### config.mk
export PLATFORM = sky130hd
export DESIGN_NAME = bg_tile_fetch
export DESIGN_NICKNAME = d
export VERILOG_FILES = /design/src/rtl/bgf_pkg.sv /design/src/rtl/bgf_canvas_map.sv /design/src/rtl/bgf_word_locate.sv /design/src/rtl/bgf_pixel_pick.sv /design/src/rtl/bg_tile_fetch.sv
export SDC_FILE = /design/constraint.sdc
export NUM_CORES = 1
export LEC_CHECK = 0
export ABC_AREA = 1
export BUFFER_PORTS_ARGS = -buffer_cell sky130_fd_sc_hd__clkbuf_2
export CAP_MARGIN = 10
export CORE_ASPECT_RATIO = 0.75
export CORE_MARGIN = 1.5
export CORE_UTILIZATION = 59
export CTS_BUF_LIST = sky130_fd_sc_hd__clkbuf_16
export CTS_CLUSTER_SIZE = 28
export DETAILED_ROUTE_END_ITERATION = 16
export GPL_TIMING_DRIVEN = 0
export PLACE_DENSITY_LB_ADDON = 0.2
export SLEW_MARGIN = 20
export SYNTH_ARGS = -nofsm -noshare
export SYNTH_HDL_FRONTEND = slang
export SYNTH_HIERARCHICAL = 1
export SYNTH_SLANG_ARGS = --single-unit
### constraint.sdc
create_clock -name clk -period 8.3 [get_ports clk]
set_input_delay 1.66 -clock clk [delete_from_list [all_inputs] [get_ports clk]]
set_output_delay 1.66 -clock clk [all_outputs]
set_load 0.01 [all_outputs]
### src/rtl/bgf_pkg.sv
package bgf_pkg;

    localparam int CANVAS_W       = 640;
    localparam int CANVAS_H       = 480;
    localparam int TILE_LOG       = 4;
    localparam int TILE_SIDE      = 1 << TILE_LOG;
    localparam int TILES_X        = CANVAS_W / TILE_SIDE;
    localparam int TILES_Y        = CANVAS_H / TILE_SIDE;
    localparam int ATTR_DEPTH     = TILES_X * TILES_Y;
    localparam int ATTR_AW        = $clog2(ATTR_DEPTH);
    localparam int TILE_IDX_W     = 10;
    localparam int TILE_COUNT     = 1 << TILE_IDX_W;
    localparam int PIX_W          = 3;
    localparam int PIX_PER_WORD   = 5;
    localparam int WORD_W         = 16;
    localparam int PIX_PER_TILE   = TILE_SIDE * TILE_SIDE;
    localparam int WORDS_PER_TILE = (PIX_PER_TILE + PIX_PER_WORD - 1) / PIX_PER_WORD;
    localparam int TADDR_W        = $clog2(WORDS_PER_TILE * TILE_COUNT);
    localparam int PAL_W          = 3;
    localparam int COLOR_W        = PAL_W + PIX_W;
    localparam int XS_W           = $clog2(CANVAS_W);
    localparam int YS_W           = $clog2(CANVAS_H);
    localparam int PNUM_W         = 2 * TILE_LOG;
    localparam int SUB_W          = $clog2(PIX_PER_WORD);
    localparam int WIDX_W         = $clog2(WORDS_PER_TILE);

    // attribute entry layout (bit 15 spare)
    typedef struct packed {
        logic                  spare;
        logic [PAL_W-1:0]      pal;
        logic                  vflip;
        logic                  hflip;
        logic [TILE_IDX_W-1:0] tile;
    } attr_t;

    // position inside a tile, carried with the stage valid
    typedef struct packed {
        logic                v;
        logic [TILE_LOG-1:0] tx;
        logic [TILE_LOG-1:0] ty;
    } loc_t;

    // pixel slot within a word plus palette
    typedef struct packed {
        logic             v;
        logic [SUB_W-1:0] sub;
        logic [PAL_W-1:0] pal;
    } sel_t;

    // floor(p/5) by reciprocal multiply, exact for p < 1024
    function automatic logic [WIDX_W-1:0] div5(input logic [PNUM_W-1:0] p);
        logic [PNUM_W+10-1:0] m;
        m = {10'd0, p} * (PNUM_W + 10)'(205);
        return WIDX_W'(m >> 10);
    endfunction

    function automatic logic [SUB_W-1:0] mod5(input logic [PNUM_W-1:0] p);
        logic [PNUM_W-1:0] q5;
        q5 = PNUM_W'(div5(p)) * PNUM_W'(PIX_PER_WORD);
        return SUB_W'(p - q5);
    endfunction

endpackage

### src/rtl/bgf_canvas_map.sv
module bgf_canvas_map
    import bgf_pkg::*;
(
    input  logic [XS_W-1:0]     scr_x,
    input  logic [YS_W-1:0]     scr_y,
    input  logic [XS_W-1:0]     scroll_x,
    input  logic [YS_W-1:0]     scroll_y,
    output logic [ATTR_AW-1:0]  attr_idx,
    output logic [TILE_LOG-1:0] tx,
    output logic [TILE_LOG-1:0] ty
);
    logic [XS_W:0]   sum_x;
    logic [YS_W:0]   sum_y;
    logic [XS_W-1:0] cx;
    logic [YS_W-1:0] cy;
    logic [XS_W-TILE_LOG-1:0] col;
    logic [YS_W-TILE_LOG-1:0] row;

    always_comb begin
        sum_x = {1'b0, scr_x} + {1'b0, scroll_x};
        sum_y = {1'b0, scr_y} + {1'b0, scroll_y};
        cx = (sum_x >= (XS_W+1)'(CANVAS_W)) ? XS_W'(sum_x - (XS_W+1)'(CANVAS_W))
                                            : sum_x[XS_W-1:0];
        cy = (sum_y >= (YS_W+1)'(CANVAS_H)) ? YS_W'(sum_y - (YS_W+1)'(CANVAS_H))
                                            : sum_y[YS_W-1:0];
        col = cx[XS_W-1:TILE_LOG];
        row = cy[YS_W-1:TILE_LOG];
        tx  = cx[TILE_LOG-1:0];
        ty  = cy[TILE_LOG-1:0];
        attr_idx = ATTR_AW'(int'(row) * TILES_X + int'(col));
    end
endmodule

### src/rtl/bgf_word_locate.sv
module bgf_word_locate
    import bgf_pkg::*;
(
    input  attr_t               entry,
    input  logic [TILE_LOG-1:0] tx,
    input  logic [TILE_LOG-1:0] ty,
    output logic [TADDR_W-1:0]  word_addr,
    output logic [SUB_W-1:0]    sub
);
    logic [TILE_LOG-1:0] col;
    logic [TILE_LOG-1:0] row;
    logic [PNUM_W-1:0]   pnum;

    always_comb begin
        col  = entry.hflip ? ~tx : tx;
        row  = entry.vflip ? ~ty : ty;
        pnum = {row, col};
        word_addr = TADDR_W'(int'(entry.tile) * WORDS_PER_TILE + int'(div5(pnum)));
        sub  = mod5(pnum);
    end
endmodule

### src/rtl/bgf_pixel_pick.sv
module bgf_pixel_pick
    import bgf_pkg::*;
(
    input  logic [WORD_W-1:0] word,
    input  logic [SUB_W-1:0]  sub,
    output logic [PIX_W-1:0]  pixel
);
    logic [PIX_W-1:0] slot [PIX_PER_WORD];
    logic unused_pad;

    for (genvar k = 0; k < PIX_PER_WORD; k++) begin : g_slot
        assign slot[k] = word[PIX_W*k +: PIX_W];
    end

    assign unused_pad = ^word[WORD_W-1:PIX_W*PIX_PER_WORD];

    always_comb begin
        pixel = '0;
        for (int k = 0; k < PIX_PER_WORD; k++) begin
            if (sub == SUB_W'(k)) pixel = slot[k];
        end
    end
endmodule

### src/rtl/bg_tile_fetch.sv
module bg_tile_fetch
    import bgf_pkg::*;
(
    input  logic                 clk,
    input  logic                 rst,
    input  logic                 px_valid,
    input  logic [XS_W-1:0]      scr_x,
    input  logic [YS_W-1:0]      scr_y,
    input  logic [XS_W-1:0]      scroll_x,
    input  logic [YS_W-1:0]      scroll_y,
    output logic [ATTR_AW-1:0]   attr_addr,
    input  logic [WORD_W-1:0]    attr_rdata,
    output logic [TADDR_W-1:0]   tile_addr,
    input  logic [WORD_W-1:0]    tile_rdata,
    output logic                 color_valid,
    output logic [COLOR_W-1:0]   color_idx
);
    // stage 1: canvas map, attribute address
    logic [ATTR_AW-1:0]  map_idx;
    logic [TILE_LOG-1:0] map_tx, map_ty;
    loc_t                s1, s2;

    bgf_canvas_map u_map (
        .scr_x    (scr_x),
        .scr_y    (scr_y),
        .scroll_x (scroll_x),
        .scroll_y (scroll_y),
        .attr_idx (map_idx),
        .tx       (map_tx),
        .ty       (map_ty)
    );

    always_ff @(posedge clk) begin
        if (rst) begin
            s1        <= '0;
            attr_addr <= '0;
        end else begin
            s1.v <= px_valid;
            if (px_valid) begin
                attr_addr <= map_idx;
                s1.tx     <= map_tx;
                s1.ty     <= map_ty;
            end
        end
    end

    // stage 2: attribute data arrives
    always_ff @(posedge clk) begin
        if (rst) s2 <= '0;
        else     s2 <= s1;
    end

    // stage 3: flip, tile word address
    attr_t               entry;
    logic [TADDR_W-1:0]  loc_addr;
    logic [SUB_W-1:0]    loc_sub;
    sel_t                s3, s4;

    assign entry = attr_t'(attr_rdata);

    bgf_word_locate u_loc (
        .entry     (entry),
        .tx        (s2.tx),
        .ty        (s2.ty),
        .word_addr (loc_addr),
        .sub       (loc_sub)
    );

    always_ff @(posedge clk) begin
        if (rst) begin
            s3        <= '0;
            tile_addr <= '0;
        end else begin
            s3.v <= s2.v;
            if (s2.v) begin
                tile_addr <= loc_addr;
                s3.sub    <= loc_sub;
                s3.pal    <= entry.pal;
            end
        end
    end

    // stage 4: tile data arrives
    always_ff @(posedge clk) begin
        if (rst) s4 <= '0;
        else     s4 <= s3;
    end

    // stage 5: pixel extraction
    logic [PIX_W-1:0] pick;

    bgf_pixel_pick u_pick (
        .word  (tile_rdata),
        .sub   (s4.sub),
        .pixel (pick)
    );

    always_ff @(posedge clk) begin
        if (rst) begin
            color_valid <= 1'b0;
            color_idx   <= '0;
        end else begin
            color_valid <= s4.v;
            color_idx   <= s4.v ? {s4.pal, pick} : '0;
        end
    end

    logic unused_spare;
    assign unused_spare = entry.spare;
endmodule

# Yosys cells after proc, flatten, opt, wreduce, memory -nomap -nowiden
# Index checks and enable logic that the tools add are counted.
# word_totals
reg_bits,66
latchBits,0
mem_bits_rw,0
mem_bits_ro,0
input_bits,73
out_inout_bits,34
wordCells,47
memories,0
# classes
addsub,7
mul,4
n_div,0
magnitude_cmp,2
eq_ne,4
n_shift,0
muxes,9
bitwise,3
reduce_logical,2
# ops
cell,n
adder 16 x 7 -> 16 bit,1
"multiplier 8 x 8 -> 16 bit, second input constant",1
two-way mux 3 bit,5
"multiplier 10 x 4 -> 14 bit, second input constant",1
adder 10 x 10 -> 11 bit,1
adder 11 x 7 -> 11 bit,1
">= comparator 11 x 10 -> 1 bit, second input constant",1
adder 9 x 9 -> 10 bit,1
">= comparator 10 x 9 -> 1 bit, second input constant",1
two-way mux 10 bit,1
"subtractor 10 bit, second input constant",1
two-way mux 9 bit,1
"subtractor 9 bit, second input constant",1
"multiplier 5 x 3 -> 8 bit, second input constant",1
two-way mux 4 bit,2
inverter 4 bit,2
"== test 3 x 2 -> 1 bit, second input constant",2
"multiplier 6 x 3 -> 3 bit, second input constant",1
"== test 3 x 1 -> 1 bit, second input constant",1
"== test 3 bit, second input constant",1
zero test 3 bit,1
subtractor 3 bit,1
OR reduction 2 bit,1
inverter 1 bit,1

# Depth between registers and ports, before layout
# Gate-level depths: netlist (run 1).
# logic_depth
word_depth,6
ltp_mapped,39
depth_no_buf,38

# By module
# The synthesis (run 1) kept the hierarchy.
# by_module_without_submodules
mod,n_inst,cells_per_inst,area_each_um2,seq_area_each_um2
bgf_word_locate,1,426,2861.5,0.0
bg_tile_fetch,1,254,2208.4,1321.3
bgf_canvas_map,1,241,1586.5,0.0
bgf_pixel_pick,1,34,151.4,0.0

# Worst setup path before layout (run 1)
# Ideal clock, no wire load.
# synth_timing
path_kind,input to register
start,input port attr_rdata[10]
end,register tile_addr[14]
setup_time_ps,116
t_arrival_ps,6753
t_required_ps,8184
slack_ps,1431
stages,32
n_path_buf,1
path_cell_list,buf_6 xnor2_2 inv_1 ha_1 inv_1 fa_1 inv_1 fa_1 inv_1 fa_1 inv_1 ha_1 nand2_1 nor2_1 a211oi_4 nand2_4 nand2_4 nand3_1 nand2_2 ha_1 inv_1 fa_1 nand3b_1 nand2_1 nand3_1 nor2_1 nand2_1 nor2_2 nand4_1 xnor2_1 nor2_1 nor2_1
# synth_between
elab_chain_len,3
# synth_lines
item,line,source
start: declaration,bg_tile_fetch.sv:12,"input logic [WORD_W-1:0] attr_rdata,"
two-way mux 4 bit,bgf_word_locate.sv:15,col = entry.hflip ? ~tx : tx;
multiplier 8 x 8 -> 16 bit,bgf_pkg.sv:53,"m = {10'd0, p} * (PNUM_W + 10)'(205);"
adder 16 x 7 -> 16 bit,bgf_word_locate.sv:18,word_addr = TADDR_W'(int'(entry.tile) * WORDS_PER_TILE + int'(div5(pnum)));
named net loc_addr[14],bg_tile_fetch.sv:55,logic [TADDR_W-1:0] loc_addr;
end signal: assignment,bg_tile_fetch.sv:76,tile_addr <= loc_addr;
end: declaration,bg_tile_fetch.sv:13,"output logic [TADDR_W-1:0] tile_addr,"
# The timed path passes the listed nets, and every way through them passes these cells.
# A chain may end at the register's enable or synchronous reset.

# Final worst setup path (run 1)
# layout_timing
start,input port attr_rdata[10]
end,register tile_addr[12]
# Same word-level chain as after synthesis.

==> impl_metrics.py, run 1 <==
metrics = {
    "status": {
        "outcome": "finished, final reports clean",
    },
    "synth": {
        "synth_common_cells": "inv_1 (177), nand2_1 (157), nor2_1 (129)",
        "synthTopCellsByArea": "dfxtp_1 (19%), ha_1 (18%), inv_1 (9.8%)",
        "synth.yosys.seq_area_share": 0.194,
        "avgSynthCellArea_um2": 7.13,
        "synth_area_um2": 6810,
        "ys_seq_elements": 66,
        "synth_cells": 955,
        "synth-edff-count": 0,
        "synth_cell_type_count": 45,
        "synthArstFlopShare": 0,
        "netlist.area_leader.share": 0.194,
        "yosysWarnings": 6,
        "synth_fp_nets": 1149,
        "synth.most_common_cell": "inv_1",
        "synth_top_area_cell": "dfxtp_1",
        "ys.flop_type": "dfxtp_1",
    },
    "detailed_routing": {
        "vias": 6154,
        "drt-initial-drc-count": 273,
        "wl_mm": 14.3,
        "wl_per_cell_um": 11.8,
        "ant_nets": 0,
        "drc": 0,
        "first_pass_iters": 5,
        "viasPerCell": 5.08,
    },
    "clocking": {
        "clk_latency_ns": 0.33,
        "clockRootBuffer": "clkbuf_16",
        "cts_max_level": 3,
        "cts_made_buffers": 9,
        "cts.sinks": 66,
        "holdBufCountCts": 0,
        "clkTransAtPathRegs_ns": 0.05,
        "cts_tree": "done",
        "cts_buffer_depth": 2,
        "postCtsSetupRepairBufs": 0,
        "post_cts_resized": 0,
    },
    "cells_and_area": {
        "nets": 1261,
        "area_delta_synth_final_pct": 14.3,
        "drive_gt1_frac": 0.192,
        "fillerInstances": 973,
        "diodes": 0,
    },
    "timing": {
        "finalMaxSlewViolations": 0,
        "tns_ns": 0,
        "fin_crit_sh": 0.867,
        "maxSlewHeadroom": 0.697,
        "setup_viol": 0,
        "finalHoldViolations": 0,
        "finalClockSkew_ns": 0.00935,
        "setup_ws_ns": 1.10,
        "worstMarginPinSlew_ns": 0.450,
        "clock.fmax_ghz": 0.139,
        "rsz0062_at_grt": "false",
        "finalCriticalPeriod_ns": 7.20,
    },
    "place": {
        "gp_congestion": 0.853,
        "pre_cts_slack_ns": 0.852,
        "portBuffers": 101,
        "dp_hpwl_mm": 11.9,
    },
    "global_routing": {
        "antenna_found_initial": 1,
        "grt_pass1_wl_mm": 24.5,
        "grt_pass1_vias": 5665,
        "grt_max_degree": 13,
        "grt_usage": 0.248,
        "overflow": 0,
    },
    "critical_path": {
        "cp_max_fo": 7,
        "critPathTopFamily": "adder cells",
        "worstSetupPathType": "primary input to flop",
        "critPathArrivalTime_ns": 7.42,
        "critPathRequiredTime_ns": 8.52,
        "slowest_delay_ns": 0.53,
        "cp-end-kind": "flop",
        "cp_slowest_cell": "fa_1",
        "cp-start-kind": "primary input",
        "worst-path-buf-inv": 7,
        "path_common_cell": "inv_1",
    },
    "floorplanning": {
        "ios": 107,
        "dieArea_um2": 12200,
        "die_w_um": 127,
        "start_util": 0.615,
        "core_um2": 11100,
        "placementRows": 33,
        "die_h_um": 96.0,
    },
    "power_and_ir_drop": {
        "leakagePower_nw": 4.40,
        "peakVddDrop_v": 0.000165,
        "p_per_area_nw_per_um2": 279,
    },
    "job": {
        "maxCapViolCount": 0,
    },
    "min_path": {
        "hold_path_class": "flop to flop",
    },
}
==> cells by family (layout without fill, tap and decap cells) <==
kind of cell | Yosys count | after routing | synth area share
flip-flops | 66 | 66 | 0.194
AND/OR/NAND/NOR | 425 | 425 | 0.287
AO/OA/AOI/OAI | 94 | 94 | 0.0816
multiplexers | 2 | 2 | 0.00331
XOR/XNOR | 44 | 44 | 0.0599
buffers and inverters | 203 | 320 | 0.126
adder cells (fa/ha/maj) | 121 | 121 | 0.249
==> routing by layer <==
layer / routed length (um) / GRT usage / up-vias / share of wire
met1: 7390 / 0.341 / 2756 / 0.52
met5: 11 / 0 / - / 0.00077
met3: 857 / 0.0623 / 10 / 0.060
li1: - / - / 3233 / -
met4: 68 / 0.0303 / 2 / 0.0047
met2: 6000 / 0.406 / 153 / 0.42
==> worst register-to-register path: cells and delay by family (launching register included) <==
kind	cells	cell delay (ns)
compound gates	1	0.33
xor+xnor	2	0.43
fa+ha+maj	7	2.84
buf+inv	6	0.41
flops	1	0.32
simple gates	15	1.60
==> cells in the final DEF, fill, tap and decap left out, drive strengths merged, types with 2 or more instances in the layout <==
cell and instances:
inv 188, nand2 182, nor2 149, clkbuf 113
ha 97, dfxtp 66, nand3 63, o21ai 54
xor2 29, fa 24, a21oi 23, nand4 17
xnor2 15, buf 12, nor3 9, a21o 4
a31oi 4, o21bai 4, clkinv 4, clkinvlp 2
a211oi 2, nor4 2, mux2 2
==> power by group <==
part	total [mW]	leakage, nW	switching, mW	internal (mW)
registers	0.364	0.542	0.0162	0.347
logic	1.43	3.72	0.875	0.559
clock network	0.372	0.137	0.141	0.231
total	2.17	4.40	1.03	1.14
==> per-stage QoR <==
stage | power (mW) | area (um2) | hold slack [ns] | util | instances
2_1_floorplan | 1.50 | 6810 | 0.388 | - | 955
3_3_place_gp | 1.74 | 7490 | 0.392 | 0.677 | 1196
3_5_place_dp | 1.78 | 7490 | 0.396 | 0.677 | 1196
4_1_cts | 2.17 | 7780 | 0.407 | 0.703 | 1212
5_1_grt | 2.40 | 7780 | 0.431 | 0.703 | 1212
6_report | 2.17 | 7780 | 0.407 | 0.703 | 1212
==> state kept, by name, summed over array words and instances, names as in the netlist <==
name,cells
s1,9
s3,7
tile_addr,16
color_valid,1
attr_addr,11
s2,9
color_idx,6
s4,7
==> layout make-up <==
class                   instances  area (um2)  area share
multi-input cells             686        4630       0.595
plain buffers                  15         136      0.0175
well taps                     140         175      0.0225
flip-flops and latches         66        1320       0.170
clock buffers                   9         225      0.0289
repair buffers                101         505      0.0649
clock inverters                 7        70.1     0.00900
inverters                     188         718      0.0923
==> path summary, 6_finish.rpt <==
check                                 startpoint                         end  slack [ns]  cells after the start
worst max-delay path              attr_rdata[10]  tile_addr[12]$_SDFFE_PP0P_        1.10                     32
worst min register to register  s4[0]$_SDFF_PP0_     color_idx[3]$_SDFF_PP0_        0.41                      2
worst max register to register  s2[6]$_SDFF_PP0_  tile_addr[12]$_SDFFE_PP0P_        2.26                     31
worst min-delay path            s4[0]$_SDFF_PP0_     color_idx[3]$_SDFF_PP0_        0.41                      2
Power figures use the tool's default switching activity.
==> inputs of run 2 (changes only) <==
--- a/config.mk
+++ b/config.mk
@@ -6,14 +6,15 @@
 export NUM_CORES = 1
 export LEC_CHECK = 0
 export ABC_AREA = 1
-export BUFFER_PORTS_ARGS = -buffer_cell sky130_fd_sc_hd__clkbuf_2
 export CAP_MARGIN = 10
 export CORE_ASPECT_RATIO = 0.75
 export CORE_MARGIN = 1.5
-export CORE_UTILIZATION = 59
+export CORE_UTILIZATION = 65
 export CTS_BUF_LIST = sky130_fd_sc_hd__clkbuf_16
+export CTS_CLUSTER_DIAMETER = 60
 export CTS_CLUSTER_SIZE = 28
 export DETAILED_ROUTE_END_ITERATION = 16
+export DONT_BUFFER_PORTS = 1
 export GPL_TIMING_DRIVEN = 0
 export PLACE_DENSITY_LB_ADDON = 0.2
 export SLEW_MARGIN = 20
==> impl_metrics.py, run 2 (same netlist as run 1, synthesis figures left out) <==
metrics = {
    "floorplanning": {
        "placementRows": 32,
        "ios": 107,
        "core_um2": 10200,
        "start_util": 0.664,
        "die_w_um": 121,
        "dieArea_um2": 11100,
        "die_h_um": 91.6,
    },
    "place": {
        "dp_cells": 1091,
        "placed_area_um2": 6980,
        "dp_hpwl_mm": 11.3,
        "portBuffers": 0,
        "gp_congestion": 0.865,
    },
    "timing": {
        "finalCriticalPeriod_ns": 7.19,
        "maxSlewHeadroom": 0.693,
        "fin_crit_sh": 0.867,
        "tns_ns": 0,
        "clock.fmax_ghz": 0.139,
        "setup_viol": 0,
        "finalMaxSlewViolations": 0,
        "worstMarginPinSlew_ns": 0.456,
        "finalHoldViolations": 0,
        "finalClockSkew_ns": 0.00495,
        "rsz0062_at_grt": "false",
    },
    "status": {
        "outcome": "finished, final reports clean",
    },
    "clocking": {
        "clockRootBuffer": "clkbuf_16",
        "post_cts_resized": 0,
        "clkTransAtPathRegs_ns": 0.05,
        "holdBufCountCts": 0,
        "cts_tree": "done",
        "cts.sinks": 66,
        "clk_latency_ns": 0.33,
        "postCtsSetupRepairBufs": 0,
        "cts_buffer_depth": 2,
        "cts_max_level": 3,
        "cts_made_buffers": 9,
    },
    "cells_and_area": {
        "final_cell_mix": "inv_1 (177), nand2_1 (157), nor2_1 (129), ha_1 (97), dfxtp_1 (66)",
        "reg_top3": "tile_addr: 16 flops, attr_addr: 11 flops",
        "stdcell_count": 1107,
        "largest_reg_flops": 16,
        "final_common_cell": "inv_1",
        "nets": 1160,
        "drive_gt1_frac": 0.110,
        "final_area_um2": 7300,
        "area_delta_synth_final_pct": 7.19,
        "diodes": 0,
        "regMostFlops": "tile_addr",
    },
    "job": {
        "maxCapViolCount": 0,
    },
    "power_and_ir_drop": {
        "leakagePower_nw": 3.98,
        "peakVddDrop_v": 0.000145,
        "p_switching_mw": 1.01,
        "clkPwrFrac": 0.188,
        "power_frac_comb": 0.638,
        "swShare": 0.469,
        "p_int_mw": 1.15,
        "seqPwrFrac": 0.174,
        "p_per_area_nw_per_um2": 296,
    },
    "detailed_routing": {
        "drt-initial-drc-count": 227,
        "first_pass_iters": 5,
        "vias": 5807,
        "drc": 0,
        "wl_mm": 13.9,
        "viasPerCell": 5.25,
        "ant_nets": 0,
        "wl_per_cell_um": 12.5,
    },
    "critical_path": {
        "cp-start-kind": "primary input",
        "critPathRequiredTime_ns": 8.52,
        "cp_slowest_cell": "fa_1",
        "critPathArrivalTime_ns": 7.41,
        "r2r_end": "tile_addr[14]$_SDFFE_PP0P_",
        "cp-end-kind": "flop",
        "path_common_cell": "inv_1",
        "cp_max_fo": 7,
        "r2r_slack_ns": 2.27,
        "worstSetupPathType": "primary input to flop",
        "slowest_delay_ns": 0.54,
        "r2r_cells": 31,
        "r2r-start": "s2[6]$_SDFF_PP0_",
    },
    "min_path": {
        "hold_path_class": "flop to flop",
        "worstHoldStart": "s4[1]$_SDFF_PP0_",
        "min_to": "color_idx[4]$_SDFF_PP0_",
        "whs_path_depth": 2,
    },
    "global_routing": {
        "grt_pass1_wl_mm": 23.7,
        "grt_pass1_vias": 5459,
        "grt_max_degree": 13,
        "grt_usage": 0.262,
        "antenna_found_initial": 0,
        "overflow": 0,
    },
}
run 2: how the worst max path moves through the flow:
stage	start	to	slack [ns]	cells past startpoint
final	attr_rdata[10]	tile_addr[14]$_SDFFE_PP0P_	1.11	32
after global routing	attr_rdata[10]	tile_addr[14]$_SDFFE_PP0P_	0.75	32
after CTS	attr_rdata[10]	tile_addr[14]$_SDFFE_PP0P_	1.13	32
after detailed placement	attr_rdata[10]	tile_addr[14]$_SDFFE_PP0P_	0.82	32
after global placement	attr_rdata[10]	tile_addr[14]$_SDFFE_PP0P_	0.91	32
after floorplan	attr_rdata[10]	tile_addr[14]$_SDFFE_PP0P_	1.43	32
run 2: area by class of cell:
cell class,count,area (um2)
flip-flops and latches,66,1320
plain buffers,15,136
well taps,136,170
inverters,188,718
clock buffers,9,225
clock inverters,7,93.8
fillers,883,2950
multi-input cells,686,4630
run 2: power groups by stage:
stage	Sequential [mW]	Combinational (mW)	Clock (mW)
floorplan	0.376	1.13	0
global placement	0.382	1.32	0
detailed placement	0.382	1.36	0
CTS	0.376	1.37	0.411
global route	0.379	1.58	0.422
finish	0.376	1.37	0.406
run 2: metrics by stage:
stage	setup slack, ns	power (mW)	hold WS (ns)	utilization
finish	1.11	2.16	0.407	0.712
global route	0.754	2.38	0.420	0.712
CTS	1.13	2.16	0.410	0.712
detailed placement	0.816	1.74	0.401	0.681
global placement	0.910	1.71	0.392	0.681
floorplan	1.43	1.50	0.388	-
run 2: per-layer routing:
| layer | up-vias | GRT usage | routed length (um) |
|---|---|---|---|
| met2 | 134 | 0.422 | 5970 |
| met3 | 16 | 0.0578 | 920 |
| met5 | - | 0 | 0 |
| met1 | 2630 | 0.355 | 6820 |
| li1 | 3027 | - | - |
| met4 | 0 | 0.0735 | 145 |
run 2: worst max-delay path: cells and delay by family:
family | cells | cell delay (ns)
AO/OA/AOI/OAI | 1 | 0.31
XOR/XNOR | 2 | 0.45
adder cells (fa/ha/maj) | 7 | 2.85
buffers and inverters | 7 | 0.52
AND/OR/NAND/NOR | 15 | 1.60
==> inputs of run 3 (changes only) <==
--- a/config.mk
+++ b/config.mk
@@ -15,7 +15,7 @@
 export CTS_CLUSTER_SIZE = 28
 export DETAILED_ROUTE_END_ITERATION = 16
 export DONT_BUFFER_PORTS = 1
-export GPL_TIMING_DRIVEN = 0
+export GPL_TIMING_DRIVEN = 1
 export PLACE_DENSITY_LB_ADDON = 0.2
 export SLEW_MARGIN = 20
 export SYNTH_ARGS = -nofsm -noshare
==> impl_metrics.py, run 3 (same netlist as run 1, synthesis figures left out) <==
metrics = {
    "floorplanning": {
        "ios": 107,
        "die_h_um": 91.6,
        "core_um2": 10200,
        "placementRows": 32,
        "start_util": 0.664,
        "die_w_um": 121,
        "dieArea_um2": 11100,
    },
    "cells_and_area": {
        "nets": 1145,
        "final_common_cell": "inv_1",
        "area_delta_synth_final_pct": 5.05,
        "reg_top3": "tile_addr: 16 flops, attr_addr: 11 flops",
        "drive_gt1_frac": 0.0941,
        "diodes": 0,
        "regMostFlops": "tile_addr",
        "largest_reg_flops": 16,
        "final_cell_mix": "inv_1 (178), nand2_1 (157), nor2_1 (129), ha_1 (97), dfxtp_1 (66)",
    },
    "critical_path": {
        "cp-end-kind": "flop",
        "cp-start-kind": "primary input",
        "worstSetupPathType": "primary input to flop",
        "worst-path-stages": 31,
        "cp_max_fo": 7,
        "cp_slowest_cell": "fa_1",
        "path_common_cell": "inv_1",
        "critPathRequiredTime_ns": 8.51,
        "worst-path-buf-inv": 6,
        "r2r_cells": 31,
        "slowest_delay_ns": 0.54,
        "critPathTopFamily": "adder cells",
        "critPathArrivalTime_ns": 7.20,
    },
    "clocking": {
        "post_cts_resized": 0,
        "holdBufCountCts": 0,
        "cts_max_level": 3,
        "cts_tree": "done",
        "cts_buffer_depth": 2,
        "cts.sinks": 66,
        "clkTransAtPathRegs_ns": 0.06,
        "cts_made_buffers": 9,
        "clockRootBuffer": "clkbuf_16",
        "postCtsSetupRepairBufs": 0,
        "clk_latency_ns": 0.33,
    },
    "power_and_ir_drop": {
        "p_int_mw": 1.14,
        "swShare": 0.465,
        "p_switching_mw": 0.987,
        "seqPwrFrac": 0.177,
        "power_frac_comb": 0.637,
        "p_total_mw": 2.12,
        "leakagePower_nw": 3.90,
        "p_per_area_nw_per_um2": 297,
        "clkPwrFrac": 0.186,
        "peakVddDrop_v": 0.000143,
    },
    "min_path": {
        "whs_path_depth": 2,
        "hold_path_class": "flop to flop",
    },
    "timing": {
        "worstMarginPinSlew_ns": 0.871,
        "finalCriticalPeriod_ns": 6.99,
        "holdWs_ns": 0.401,
        "finalClockSkew_ns": 0.00709,
        "fin_crit_sh": 0.842,
        "tns_ns": 0,
        "rsz0062_at_grt": "false",
        "finalHoldViolations": 0,
        "maxSlewHeadroom": 0.419,
        "clock.fmax_ghz": 0.143,
        "setup_viol": 0,
        "finalMaxSlewViolations": 0,
        "setup_ws_ns": 1.31,
    },
    "detailed_routing": {
        "wl_mm": 13.4,
        "ant_nets": 0,
        "drc": 0,
        "wl_per_cell_um": 12.3,
        "drt-initial-drc-count": 217,
        "viasPerCell": 5.21,
        "first_pass_iters": 5,
        "vias": 5687,
    },
    "place": {
        "pre_cts_slack_ns": 1.01,
        "gp_congestion": 0.853,
        "dp_hpwl_mm": 10.7,
        "portBuffers": 0,
    },
    "global_routing": {
        "grt_pass1_wl_mm": 23.1,
        "grt_pass1_vias": 5205,
        "overflow": 0,
        "antenna_found_initial": 0,
        "grt_max_degree": 43,
        "grt_usage": 0.256,
    },
    "job": {
        "maxCapViolCount": 0,
    },
    "status": {
        "outcome": "finished, final reports clean",
    },
}
run 3: power by group through the flow:
| stage | logic [mW] | registers (mW) | clock network [mW] |
|---|---|---|---|
| after floorplan | 1.13 | 0.376 | 0 |
| after detailed placement | 1.33 | 0.382 | 0 |
| after CTS | 1.35 | 0.376 | 0.402 |
| final | 1.35 | 0.376 | 0.396 |
| after global placement | 1.30 | 0.382 | 0 |
| after global routing | 1.56 | 0.379 | 0.418 |
run 3: final cells by class:
class / count / area (um2)
Clock buffer: 9 / 225
Inverter: 188 / 718
Fill cell: 904 / 3100
Multi-Input combinational cell: 686 / 4630
Clock inverter: 7 / 85.1
Tap cell: 136 / 170
Sequential cell: 66 / 1320
run 3: metrics by stage:
step           instances   util  instance area [um2]
3_3_place_gp        1076  0.667                 6840
4_1_cts             1092  0.698                 7150
2_1_floorplan        955      -                 6810
6_report            1092  0.698                 7150
3_5_place_dp        1076  0.667                 6840
5_1_grt             1092  0.698                 7150
run 3: path summary, 6_finish.rpt:
path                    startpoint                          to  slack [ns]
setup reg to reg  s2[6]$_SDFF_PP0_  tile_addr[14]$_SDFFE_PP0P_        2.34
setup / recovery    attr_rdata[10]  tile_addr[14]$_SDFFE_PP0P_        1.31
hold reg to reg   s1[8]$_SDFF_PP0_            s2[8]$_SDFF_PP0_        0.40
hold / removal    s1[8]$_SDFF_PP0_            s2[8]$_SDFF_PP0_        0.40
run 3: routing by layer:
metal	GRT usage	up-vias	share of wire
li1	-	3003	-
met1	0.361	2553	0.50
met2	0.400	125	0.43
met3	0.0684	6	0.068
met4	0.0402	0	0.0045
met5	0	-	0
run 3: worst register-to-register path, delay by kind of cell, from the launching register on:
kind | cells | cell delay (ns)
adder cells (fa/ha/maj) | 7 | 2.85
flip-flops | 1 | 0.32
XOR/XNOR | 2 | 0.39
buffers and inverters | 6 | 0.44
AO/OA/AOI/OAI | 1 | 0.25
AND/OR/NAND/NOR | 15 | 1.61
